## src/rtl/ldst_mon_pkg.sv

```systemverilog
package ldst_mon_pkg;
  localparam int RULE_N = 12;
  localparam int CODE_W = 4;

  // rule codes, lowest wins when several fire in one cycle
  localparam int HIT_BOTH      = 1;
  localparam int HIT_REQ_BUSY  = 2;
  localparam int HIT_NO_RISE   = 3;
  localparam int HIT_ADDR_MOVE = 4;
  localparam int HIT_WIDTH     = 5;
  localparam int HIT_RESP      = 6;
  localparam int HIT_EXC_BUSY  = 7;
  localparam int HIT_LD_STRAY  = 8;
  localparam int HIT_LD_BUSY   = 9;
  localparam int HIT_ST_STRAY  = 10;
  localparam int HIT_ST_HOLD   = 11;
  localparam int HIT_FALL      = 12;

  typedef enum logic [1:0] {PH_IDLE, PH_WAIT, PH_OPEN, PH_SEND} phase_e;

  function automatic logic [CODE_W-1:0] first_rule(input logic [RULE_N:1] hits);
    logic [CODE_W-1:0] code;
    code = '0;
    for (int i = RULE_N; i >= 1; i--) begin
      if (hits[i]) code = CODE_W'(i);
    end
    return code;
  endfunction
endpackage

```

## src/rtl/ldst_mon_pulse.sv

```systemverilog
module ldst_mon_pulse #(
  parameter int N = 4
) (
  input  logic         clk,
  input  logic         rst_n,
  input  logic [N-1:0] sig_i,
  output logic         wide_o
);
  logic [N-1:0] prev_q;
  logic [N-1:0] wide_bits;

  always_ff @(posedge clk or negedge rst_n) begin
    if (!rst_n) prev_q <= '0;
    else        prev_q <= sig_i;
  end

  for (genvar g = 0; g < N; g++) begin : g_bit
    assign wide_bits[g] = sig_i[g] & prev_q[g];
  end

  assign wide_o = |wide_bits;
endmodule

```

## src/rtl/ldst_mon_addr.sv

```systemverilog
module ldst_mon_addr #(
  parameter int AW = 48
) (
  input  logic          clk,
  input  logic          rst_n,
  input  logic          track_i,
  input  logic          vld_i,
  input  logic [AW-1:0] addr_i,
  output logic          move_o
);
  logic          lock_q;
  logic [AW-1:0] held_q;

  always_ff @(posedge clk or negedge rst_n) begin
    if (!rst_n) begin
      lock_q <= 1'b0;
      held_q <= '0;
    end else begin
      lock_q <= track_i & (lock_q | vld_i);
      if (track_i & vld_i & ~lock_q) held_q <= addr_i;
    end
  end

  assign move_o = track_i & lock_q & (~vld_i | (addr_i != held_q));


  addr_lock_origin_chk: assert property (@(posedge clk) disable iff (!rst_n)
    lock_q |-> $past(track_i));
endmodule

```

## src/rtl/ldst_mon_seq.sv

```systemverilog
module ldst_mon_seq
  import ldst_mon_pkg::*;
(
  input  logic              clk,
  input  logic              rst_n,
  input  logic              abort_i,
  input  logic              ld_req_i,
  input  logic              st_req_i,
  input  logic              busy_i,
  input  logic              ack_i,
  input  logic              exc_i,
  input  logic              ld_vld_i,
  input  logic              st_vld_i,
  input  logic              move_i,
  input  logic              wide_i,
  output logic              track_o,
  output logic [RULE_N:1]   hit_o,
  output logic              done_o
);
  phase_e ph_q, ph_d;
  logic   load_q, load_d, acked_q, acked_d, ans_q, ans_d, req_q;

  logic any_req, new_req, act, ld_ok, st_ok, done_raw;

  assign any_req = ld_req_i | st_req_i;
  assign new_req = any_req & ~req_q;
  assign act     = (ph_q == PH_WAIT) | (ph_q == PH_OPEN);
  assign ld_ok   = act & load_q & acked_q;
  assign st_ok   = act & ~load_q & acked_q;
  assign track_o = act & busy_i & ~abort_i;

  always_comb begin
    hit_o = '0;
    hit_o[HIT_BOTH]      = ld_req_i & st_req_i;
    hit_o[HIT_REQ_BUSY]  = new_req & busy_i;
    hit_o[HIT_NO_RISE]   = (ph_q == PH_WAIT) & ~busy_i;
    hit_o[HIT_ADDR_MOVE] = move_i;
    hit_o[HIT_WIDTH]     = wide_i;
    hit_o[HIT_RESP]      = (ack_i | exc_i) & (~act | ans_q);
    hit_o[HIT_EXC_BUSY]  = exc_i & busy_i & act;
    hit_o[HIT_LD_STRAY]  = ld_vld_i & ~ld_ok;
    hit_o[HIT_LD_BUSY]   = ld_vld_i & busy_i & act;
    hit_o[HIT_ST_STRAY]  = st_vld_i & ~st_ok;
    hit_o[HIT_ST_HOLD]   = (ph_q == PH_SEND) & busy_i;
    hit_o[HIT_FALL]      = (ph_q == PH_OPEN) & ~busy_i & ~exc_i & ~ld_vld_i;
    if (abort_i) hit_o = '0;
  end

  assign done_raw = ((ph_q == PH_OPEN) & ~busy_i & ld_vld_i & ld_ok)
                  | ((ph_q == PH_SEND) & ~busy_i);
  assign done_o   = done_raw & ~abort_i & ~(|hit_o);

  always_comb begin
    ph_d    = ph_q;
    load_d  = load_q;
    acked_d = acked_q;
    ans_d   = ans_q;
    unique case (ph_q)
      PH_IDLE: if (new_req & ~(ld_req_i & st_req_i)) begin
        ph_d    = PH_WAIT;
        load_d  = ld_req_i;
        acked_d = 1'b0;
        ans_d   = 1'b0;
      end
      PH_WAIT, PH_OPEN: begin
        if (!busy_i) ph_d = PH_IDLE;
        else begin
          acked_d = acked_q | ack_i;
          ans_d   = ans_q | ack_i | exc_i;
          ph_d    = (st_vld_i & st_ok) ? PH_SEND : PH_OPEN;
        end
      end
      default: ph_d = PH_IDLE;
    endcase
    if (abort_i) ph_d = PH_IDLE;
  end

  always_ff @(posedge clk or negedge rst_n) begin
    if (!rst_n) begin
      ph_q    <= PH_IDLE;
      load_q  <= 1'b0;
      acked_q <= 1'b0;
      ans_q   <= 1'b0;
      req_q   <= 1'b0;
    end else begin
      ph_q    <= ph_d;
      load_q  <= load_d;
      acked_q <= acked_d;
      ans_q   <= ans_d;
      req_q   <= any_req;
    end
  end


  send_after_store_chk: assert property (@(posedge clk) disable iff (!rst_n)
    (ph_q == PH_SEND) |-> $past(st_vld_i));

  done_busy_low_chk: assert property (@(posedge clk) disable iff (!rst_n)
    done_o |-> !busy_i);

  done_single_chk: assert property (@(posedge clk) disable iff (!rst_n)
    done_o |=> !done_o);
endmodule

```

## src/rtl/ldst_mon_errlog.sv

```systemverilog
module ldst_mon_errlog
  import ldst_mon_pkg::*;
(
  input  logic              clk,
  input  logic              rst_n,
  input  logic              clr_i,
  input  logic [RULE_N:1]   hit_i,
  output logic [CODE_W-1:0] code_o,
  output logic              err_o
);
  logic [CODE_W-1:0] code_q;

  always_ff @(posedge clk or negedge rst_n) begin
    if (!rst_n)                          code_q <= '0;
    else if (clr_i)                      code_q <= '0;
    else if ((code_q == '0) && |hit_i)   code_q <= first_rule(hit_i);
  end

  assign code_o = code_q;
  assign err_o  = (code_q != '0);


  code_hold_chk: assert property (@(posedge clk) disable iff (!rst_n)
    (code_q != '0 && !clr_i) |=> $stable(code_q));

  code_clear_chk: assert property (@(posedge clk) disable iff (!rst_n)
    clr_i |=> (code_q == '0));
endmodule

```

## src/rtl/ldst_port_monitor.sv

```systemverilog
module ldst_port_monitor
  import ldst_mon_pkg::*;
#(
  parameter int AW = 48
) (
  input  logic          clk,
  input  logic          rst_n,
  input  logic          abort_i,
  input  logic          clr_err_i,
  input  logic          ld_req_i,
  input  logic          st_req_i,
  input  logic          busy_i,
  input  logic          addr_vld_i,
  input  logic [AW-1:0] addr_i,
  input  logic          addr_ack_i,
  input  logic          addr_exc_i,
  input  logic          ld_vld_i,
  input  logic          st_vld_i,
  output logic          err_o,
  output logic [3:0]    err_code_o,
  output logic          txn_done_o
);
  localparam int PULSE_N = 4;

  logic                track;
  logic                move;
  logic                wide;
  logic [RULE_N:1]     hits;
  logic [CODE_W-1:0]   code;

  ldst_mon_pulse #(.N(PULSE_N)) u_pulse (
    .clk    (clk),
    .rst_n  (rst_n),
    .sig_i  ({addr_ack_i, addr_exc_i, ld_vld_i, st_vld_i}),
    .wide_o (wide)
  );

  ldst_mon_addr #(.AW(AW)) u_addr (
    .clk     (clk),
    .rst_n   (rst_n),
    .track_i (track),
    .vld_i   (addr_vld_i),
    .addr_i  (addr_i),
    .move_o  (move)
  );

  ldst_mon_seq u_seq (
    .clk      (clk),
    .rst_n    (rst_n),
    .abort_i  (abort_i),
    .ld_req_i (ld_req_i),
    .st_req_i (st_req_i),
    .busy_i   (busy_i),
    .ack_i    (addr_ack_i),
    .exc_i    (addr_exc_i),
    .ld_vld_i (ld_vld_i),
    .st_vld_i (st_vld_i),
    .move_i   (move),
    .wide_i   (wide),
    .track_o  (track),
    .hit_o    (hits),
    .done_o   (txn_done_o)
  );

  ldst_mon_errlog u_err (
    .clk    (clk),
    .rst_n  (rst_n),
    .clr_i  (clr_err_i),
    .hit_i  (hits),
    .code_o (code),
    .err_o  (err_o)
  );

  assign err_code_o = code;
endmodule

```

## config.mk

```make
export PLATFORM = sky130hd
export DESIGN_NAME = ldst_port_monitor
export DESIGN_NICKNAME = d
export VERILOG_FILES = /design/src/rtl/ldst_mon_pkg.sv /design/src/rtl/ldst_mon_pulse.sv /design/src/rtl/ldst_mon_addr.sv /design/src/rtl/ldst_mon_seq.sv /design/src/rtl/ldst_mon_errlog.sv /design/src/rtl/ldst_port_monitor.sv
export SDC_FILE = /design/constraint.sdc
export NUM_CORES = 1
export LEC_CHECK = 0
export ABC_CLOCK_PERIOD_IN_PS = 4900
export CAP_MARGIN = 30
export CORE_ASPECT_RATIO = 0.5
export CORE_MARGIN = 4
export CORE_UTILIZATION = 55
export CTS_CLUSTER_DIAMETER = 150
export DETAILED_ROUTE_END_ITERATION = 6
export GPL_TIMING_DRIVEN = 0
export PLACE_DENSITY = 0.95
export SYNTH_ARGS = -nofsm -noshare
export SYNTH_HDL_FRONTEND = slang
export SYNTH_SLANG_ARGS = --single-unit
```

## constraint.sdc

```tcl
create_clock -name clk -period 4.9 [get_ports clk]
set_input_delay 0.98 -clock clk [delete_from_list [all_inputs] [get_ports clk]]
set_output_delay 0.98 -clock clk [all_outputs]
set_load 0.005 [all_outputs]
```

* Word-level counts from Yosys, hierarchy flattened *
Cells that the tools add are included.

cells by class
  equality and inequality tests = 7
  mux-type cells = 25
  bitwise operators = 60
  reductions and logical operators = 11

operators with widths
  cell                                                    count
  two-way mux 4 bit                                       14
  inequality test 48 bit                                  1
  bitwise AND 1 bit                                       37
  NOT 1 bit                                               13
  two-way mux 12 bit                                      1
  OR reduction 12 bit                                     1
  OR 1 bit                                                10
  two-way mux 2 bit                                       3
  == test 2 bit (second input constant)                   2
  logical NOT 4 bit                                       1
  two-way mux 1 bit                                       4
  one-hot mux 1 bit (2 select lines)                      2
  one-hot mux 2 bit (2 select lines)                      1
  nonzero test 2 bit                                      2
  nonzero test 4 bit                                      1
  OR reduction 4 bit                                      1
  inequality test 3 x 2 -> 1 bit (second input constant)  1
  AND reduction 3 bit                                     1
  == test 2 x 1 -> 1 bit (second input constant)          1
  logical NOT 2 bit                                       1
  inequality test 2 x 1 -> 1 bit (second input constant)  1
  inequality test 2 bit (second input constant)           1
  AND reduction 2 bit                                     1
  OR reduction 2 bit                                      1
  logical AND 1 bit                                       1

storage, ports and cells
  flip-flop bits (word level) = 63
  bits of input ports = 60

* Longest topological paths before layout *
Gate-level depths: netlist of the first run.

  depth after elaboration = 21
  mapped depth = 10
  mapped depth without buffers = 9

* Modules after synthesis *
Synthesis of the first run repeated with hierarchy kept, for this count alone.

unflattened totals
  cells, all modules = 286
  area total of the unflattened synthesis = 3343.2 um^2

modules (own cells, without submodules)
  module           times used  cells an instance  area an instance (um^2)  sequential area each (um^2)
  ldst_mon_addr    1           177                2353.5                   1226.2
  ldst_mon_seq     1           64                 564.3                    150.1
  ldst_mon_errlog  1           38                 306.5                    100.1
  ldst_mon_pulse   1           7                  118.9                    100.1

* Least setup slack after synthesis of the first run *
OpenSTA, ideal clock, no wires.

  path kind = input -> output
  from = in addr_exc_i
  to = out txn_done_o
  arrival = 1892 ps
  setup slack = 2028 ps
  stages = 5
  buffers on the path = 0
  cell sequence = or2_2 -> o21ai_0 -> a21oi_1 -> nor2_1 -> o2111a_1

on the way
  word-level cells in the longest chain between the ends = 7
  elaborated cells between the ends (all ways) = 13
  those cells by class = 1 x mux; 10 x bitwise; 2 x reduce/logical

ends and longest elaborated chain
  item                             RTL line                 text
  from (decl)                      ldst_port_monitor.sv:16  input logic addr_exc_i,
  NOT 1 bit                        ldst_mon_seq.sv:45       hit_o[HIT_FALL] = (ph_q == PH_OPEN) & ~busy_i & ~exc_i & ~ld_vld_i;
  bitwise AND 1 bit (2 in series)  ldst_mon_seq.sv:45
  two-way mux 12 bit (*)           ldst_mon_seq.sv:46       if (abort_i) hit_o = '0;
  OR reduction 12 bit (*)          ldst_mon_seq.sv:51       assign done_o = done_raw & ~abort_i & ~(|hit_o);
  NOT 1 bit (*)                    ldst_mon_seq.sv:51
  bitwise AND 1 bit (*)            ldst_mon_seq.sv:51
  to (decl)                        ldst_port_monitor.sv:21  output logic txn_done_o

Every way passes the cells marked *; elsewhere a longest branch is shown, timed or not.

* Worst setup path in the final report of the first run *
  from = in abort_i
  to = out txn_done_o

on the way
  word-level cells in the longest chain between the ends = 8
  elaborated cells between the ends (all ways) = 9
  those cells by class = 1 x mux; 7 x bitwise; 1 x reduce/logical

ends and longest elaborated chain
  item                             RTL line                                text
  from (decl)                      ldst_port_monitor.sv:8                  input logic abort_i,
  NOT 1 bit                        ldst_mon_seq.sv:30, ldst_mon_seq.sv:51
  bitwise AND 1 bit                ldst_mon_seq.sv:30                      assign track_o = act & busy_i & ~abort_i;
  bitwise AND 1 bit (2 in series)  ldst_mon_addr.sv:24                     assign move_o = track_i & lock_q & (~vld_i | (addr_i != held_q));
  two-way mux 12 bit               ldst_mon_seq.sv:46
  OR reduction 12 bit              ldst_mon_seq.sv:51
  NOT 1 bit                        ldst_mon_seq.sv:51
  bitwise AND 1 bit (*)            ldst_mon_seq.sv:51

Marked as above.

==> flow_summary.yaml, run 1 <==
layout:
  finalNetCount: 425
  drive_gt1_frac: 0.197
  syn2layout_area_growth_pct: 32.4
  utilization: 0.768
  n_antenna_cell: 0
  stdcell_count: 438
  final_cell_area_um2: 4290
sta:
  whs_ns: 0.524
  min_period_over_period: 0.864
  fin_setup_tns_ns: 0
  finalMaxSlewViolations: 0
  fin_crit_ns: 4.23
  worstMarginPinSlew_ns: 0.861
  finClkSkew_ns: 0.00848
  clock.fmax_mhz: 236
  final-setup-viol-count: 0
  rsz0062_at_grt: "false"
  finalHoldViolCount: 0
  slew_headroom: 0.426
floorplan:
  die_h_um: 62.3
  io_pins: 66
  die_x_um: 117
  dieArea_um2: 7260
  core_area_um2: 5590
  initial_core_util: 0.581
  num_rows: 19
clocking:
  clkSlewWorstSetupHoldPaths_ns: 0.05
  cts_buffer_depth: 2
  clk-insertion-delay-late_ns: 0.33
  post_cts_resized: 0
  cts_sinks: 63
  htree_num_levels: 3
  cts_buffers: 9
  root_buffer: "clkbuf_16"
  post_cts_buffers: 0
  cts_tree: "built"
  hold_buffers: 0
synthesis:
  synth_edf_count: 0
  synth_ff_type: "dfrtp_1"
  yosys-top-cells-area: "dfrtp_1 (49%), mux2_2 (16%), xnor2_1 (8.9%)"
  synth-seq-cells: 63
  syn_avg_cell_area_um2: 11.5
  ys_seq_area_frac: 0.486
  async_reset_ff_frac: 1.00
  synth.distinct_cells: 39
  yosysTopAreaCell: "dfrtp_1"
  yosysTopAreaCellShare: 0.486
  synthCells: 283
  yosys_warnings: 0
  netlist_area_um2: 3240
  syn-num-nets: 348
power_and_ir_drop:
  p_per_area_nw_per_um2: 406
  leakage_uw: 0.00182
  ir_drop_mv: 0.282
grt:
  grt_pass1_vias: 2757
  overflow: 0
  globalRouteTotalUtil: 0.235
  grt_pass1_wl_um: 13200
  grt_max_degree: 37
  antenna_found_initial: 0
run_status:
  outcome: "finished clean"
run:
  maxCapViolCount: 0
setup_path:
  cp_common_cell: "clkdlybuf4s50_1"
  cp-start-kind: "input port"
  path_max_fanout: 10
  crit_type: "input port to primary output"
  path_cells: "clkdlybuf4s50_1 -> clkbuf_1 -> a21oi_1 -> nand3b_1 -> nor2_1 -> o2111a_1 -> clkdlybuf4s50_1"
  worstPathRequired_ns: 3.92
  crit_slowest_cell: "clkdlybuf4s50_1"
  cp_data_arrival_time_ns: 3.25
  endpoint_kind: "primary output"
  max_stage_delay_ns: 0.58
min_path:
  min-delay-path-class: "register to register"
drt:
  wl_per_cell_um: 17.8
  routed_via_density: 5.72
  wirelength_um: 7790
  drt_iter0_drc: 158
  ant_nets: 0
  drc_errors: 0
  vias: 2504
  first_pass_iters: 4
place:
  dp.cells: 422
  portBuffers: 65
  place_congestion: 0.926
  dpl-instance-area_um2: 4000
  dpl.hpwl_um: 5540
[registers in the layout, summed over array words and instances (netlist names)]
name,flops
u_seq.load_q,1
u_seq.ph_q,2
u_seq.ans_q,1
u_pulse.prev_q,4
u_err.code_o,4
u_addr.lock_q,1
u_seq.acked_q,1
u_seq.req_q,1
u_addr.held_q,48
[path summary, 6_finish.rpt]
| check | startpoint | to | slack (ns) | cells after the start |
|---|---|---|---|---|
| min in group asynchronous | rst_n | u_seq.acked_q | 0.77 | 1 |
| setup reg to reg | u_seq.ph_q[0] | u_addr.held_q[9] | 2.11 | 7 |
| hold / removal | u_addr.held_q[8] | u_addr.held_q[8] | 0.52 | 1 |
| setup / recovery | abort_i | txn_done_o | 0.67 | 7 |
| hold reg to reg | u_addr.held_q[8] | u_addr.held_q[8] | 0.52 | 1 |
| max in group asynchronous | rst_n | u_addr.held_q[24] | 3.49 | 2 |
[kinds of logic (layout without fill, tap and decap cells)]
kind of cell / after synthesis / count (layout) / synth area share
and+or+nand+nor: 64 / 64 / 0.105
xor gates and xnor gates: 46 / 46 / 0.124
muxes: 46 / 46 / 0.160
DFF: 63 / 63 / 0.486
AOI/OAI and AO/OA: 42 / 42 / 0.0841
adders and majority gates: 5 / 5 / 0.0193
buffers and inverters: 17 / 99 / 0.0220
[power by group]
| part | switching (uW) | internal (uW) | total (uW) |
|---|---|---|---|
| logic | 157 | 235 | 391 |
| clock network | 221 | 407 | 628 |
| registers | 83.9 | 639 | 723 |
| total | 462 | 1280 | 1740 |
[layer usage]
metal | up-vias | GRT usage | wire [um]
li1 | 1169 | - | -
met1 | 1240 | 0.280 | 3210
met2 | 82 | 0.406 | 4000
met3 | 13 | 0.0708 | 458
met4 | 0 | 0.0744 | 124
met5 | - | 0 | 0
[critical path, delay by kind of cell]
family / cells / cell delay (ns)
AO/OA/AOI/OAI: 2 / 0.37
buffers and inverters: 3 / 1.47
AND/OR/NAND/NOR: 2 / 0.43
[area by class of cell]
cell class / instances / area, um^2
clock buffers: 13 / 250
fillers: 304 / 1290
plain buffers: 9 / 41.3
well taps: 73 / 91.3
inverters: 8 / 30.0
flip-flops and latches: 63 / 1580
clock inverters: 3 / 42.5
repair buffers: 66 / 666
multi-input cells: 203 / 1600
[stage by stage]
step,setup slack [ns],total power [uW]
finish,0.669,1740
global route,0.560,1830
CTS,0.709,1750
detailed placement,0.733,1110
global placement,0.763,1070
floorplan,2.03,957
[synth_stat cells, types with 2 or more instances]
| cell type | n |
|---|---|
| dfrtp_1 | 63 |
| mux2_2 | 46 |
| xnor2_1 | 33 |
| nor2_1 | 16 |
| nand2_1 | 13 |
| xor2_1 | 13 |
| o21ai_0 | 12 |
| a21oi_1 | 11 |
| nand4_1 | 10 |
| inv_1 | 8 |
| buf_2 | 6 |
| ha_1 | 5 |
| nor4_1 | 5 |
| nand3_1 | 4 |
| clkbuf_1 | 3 |
| nor2b_1 | 3 |
| nor3_1 | 3 |
| nor3b_1 | 3 |
| a211oi_1 | 2 |
| a22oi_1 | 2 |
| a31oi_1 | 2 |
| o211ai_1 | 2 |
| or2_2 | 2 |
[layout by cell type, fill, tap and decap left out, types with 3 or more instances in the layout]
cell	Yosys	final
inv_1	8	8
xnor2_1	33	33
nand3_1	4	4
clkdlybuf4s50_1	0	64
nand2_1	13	13
dfrtp_1	63	63
buf_2	6	7
nor2b_1	3	3
clkbuf_1	3	6
clkbuf_16	0	9
nor4_1	5	5
o21ai_0	12	12
a21oi_1	11	11
ha_1	5	5
nor2_1	16	16
nor3_1	3	3
nand4_1	10	10
nor3b_1	3	3
xor2_1	13	13
mux2_2	46	46
Note: power is estimated with default switching activity, not from simulation.
==> inputs of run 2 (changes only) <==
--- a/config.mk
+++ b/config.mk
@@ -14,6 +14,8 @@
 export DETAILED_ROUTE_END_ITERATION = 6
 export GPL_TIMING_DRIVEN = 0
 export PLACE_DENSITY = 0.95
+export SKIP_LAST_GASP = 1
 export SYNTH_ARGS = -nofsm -noshare
 export SYNTH_HDL_FRONTEND = slang
 export SYNTH_SLANG_ARGS = --single-unit
+export TNS_END_PERCENT = 5
==> results of run 2 <==
Same layout as run 1: the final DEF is identical, and so are final timing and power.
==> inputs of run 3 (changes only) <==
--- a/config.mk
+++ b/config.mk
@@ -5,7 +5,7 @@
 export SDC_FILE = /design/constraint.sdc
 export NUM_CORES = 1
 export LEC_CHECK = 0
-export ABC_CLOCK_PERIOD_IN_PS = 4900
+export ABC_CLOCK_PERIOD_IN_PS = 5400
 export CAP_MARGIN = 30
 export CORE_ASPECT_RATIO = 0.5
 export CORE_MARGIN = 4
==> constraint.sdc (replaced) <==
create_clock -name clk -period 5.4 [get_ports clk]
set_input_delay 1.08 -clock clk [delete_from_list [all_inputs] [get_ports clk]]
set_output_delay 1.08 -clock clk [all_outputs]
set_load 0.005 [all_outputs]
==> results of run 3 <==
Same layout as run 1 (identical final DEF). Status: finished clean.
Main changes from that run: setup slack after placement 0.733 ns -> 1.03 ns; setup slack after layout 0.669 ns -> 0.969 ns; register-to-register setup slack 2.11 ns -> 2.61 ns; total power 1740 uW -> 1580 uW; worst IR drop on VDD 0.282 mV -> 0.256 mV
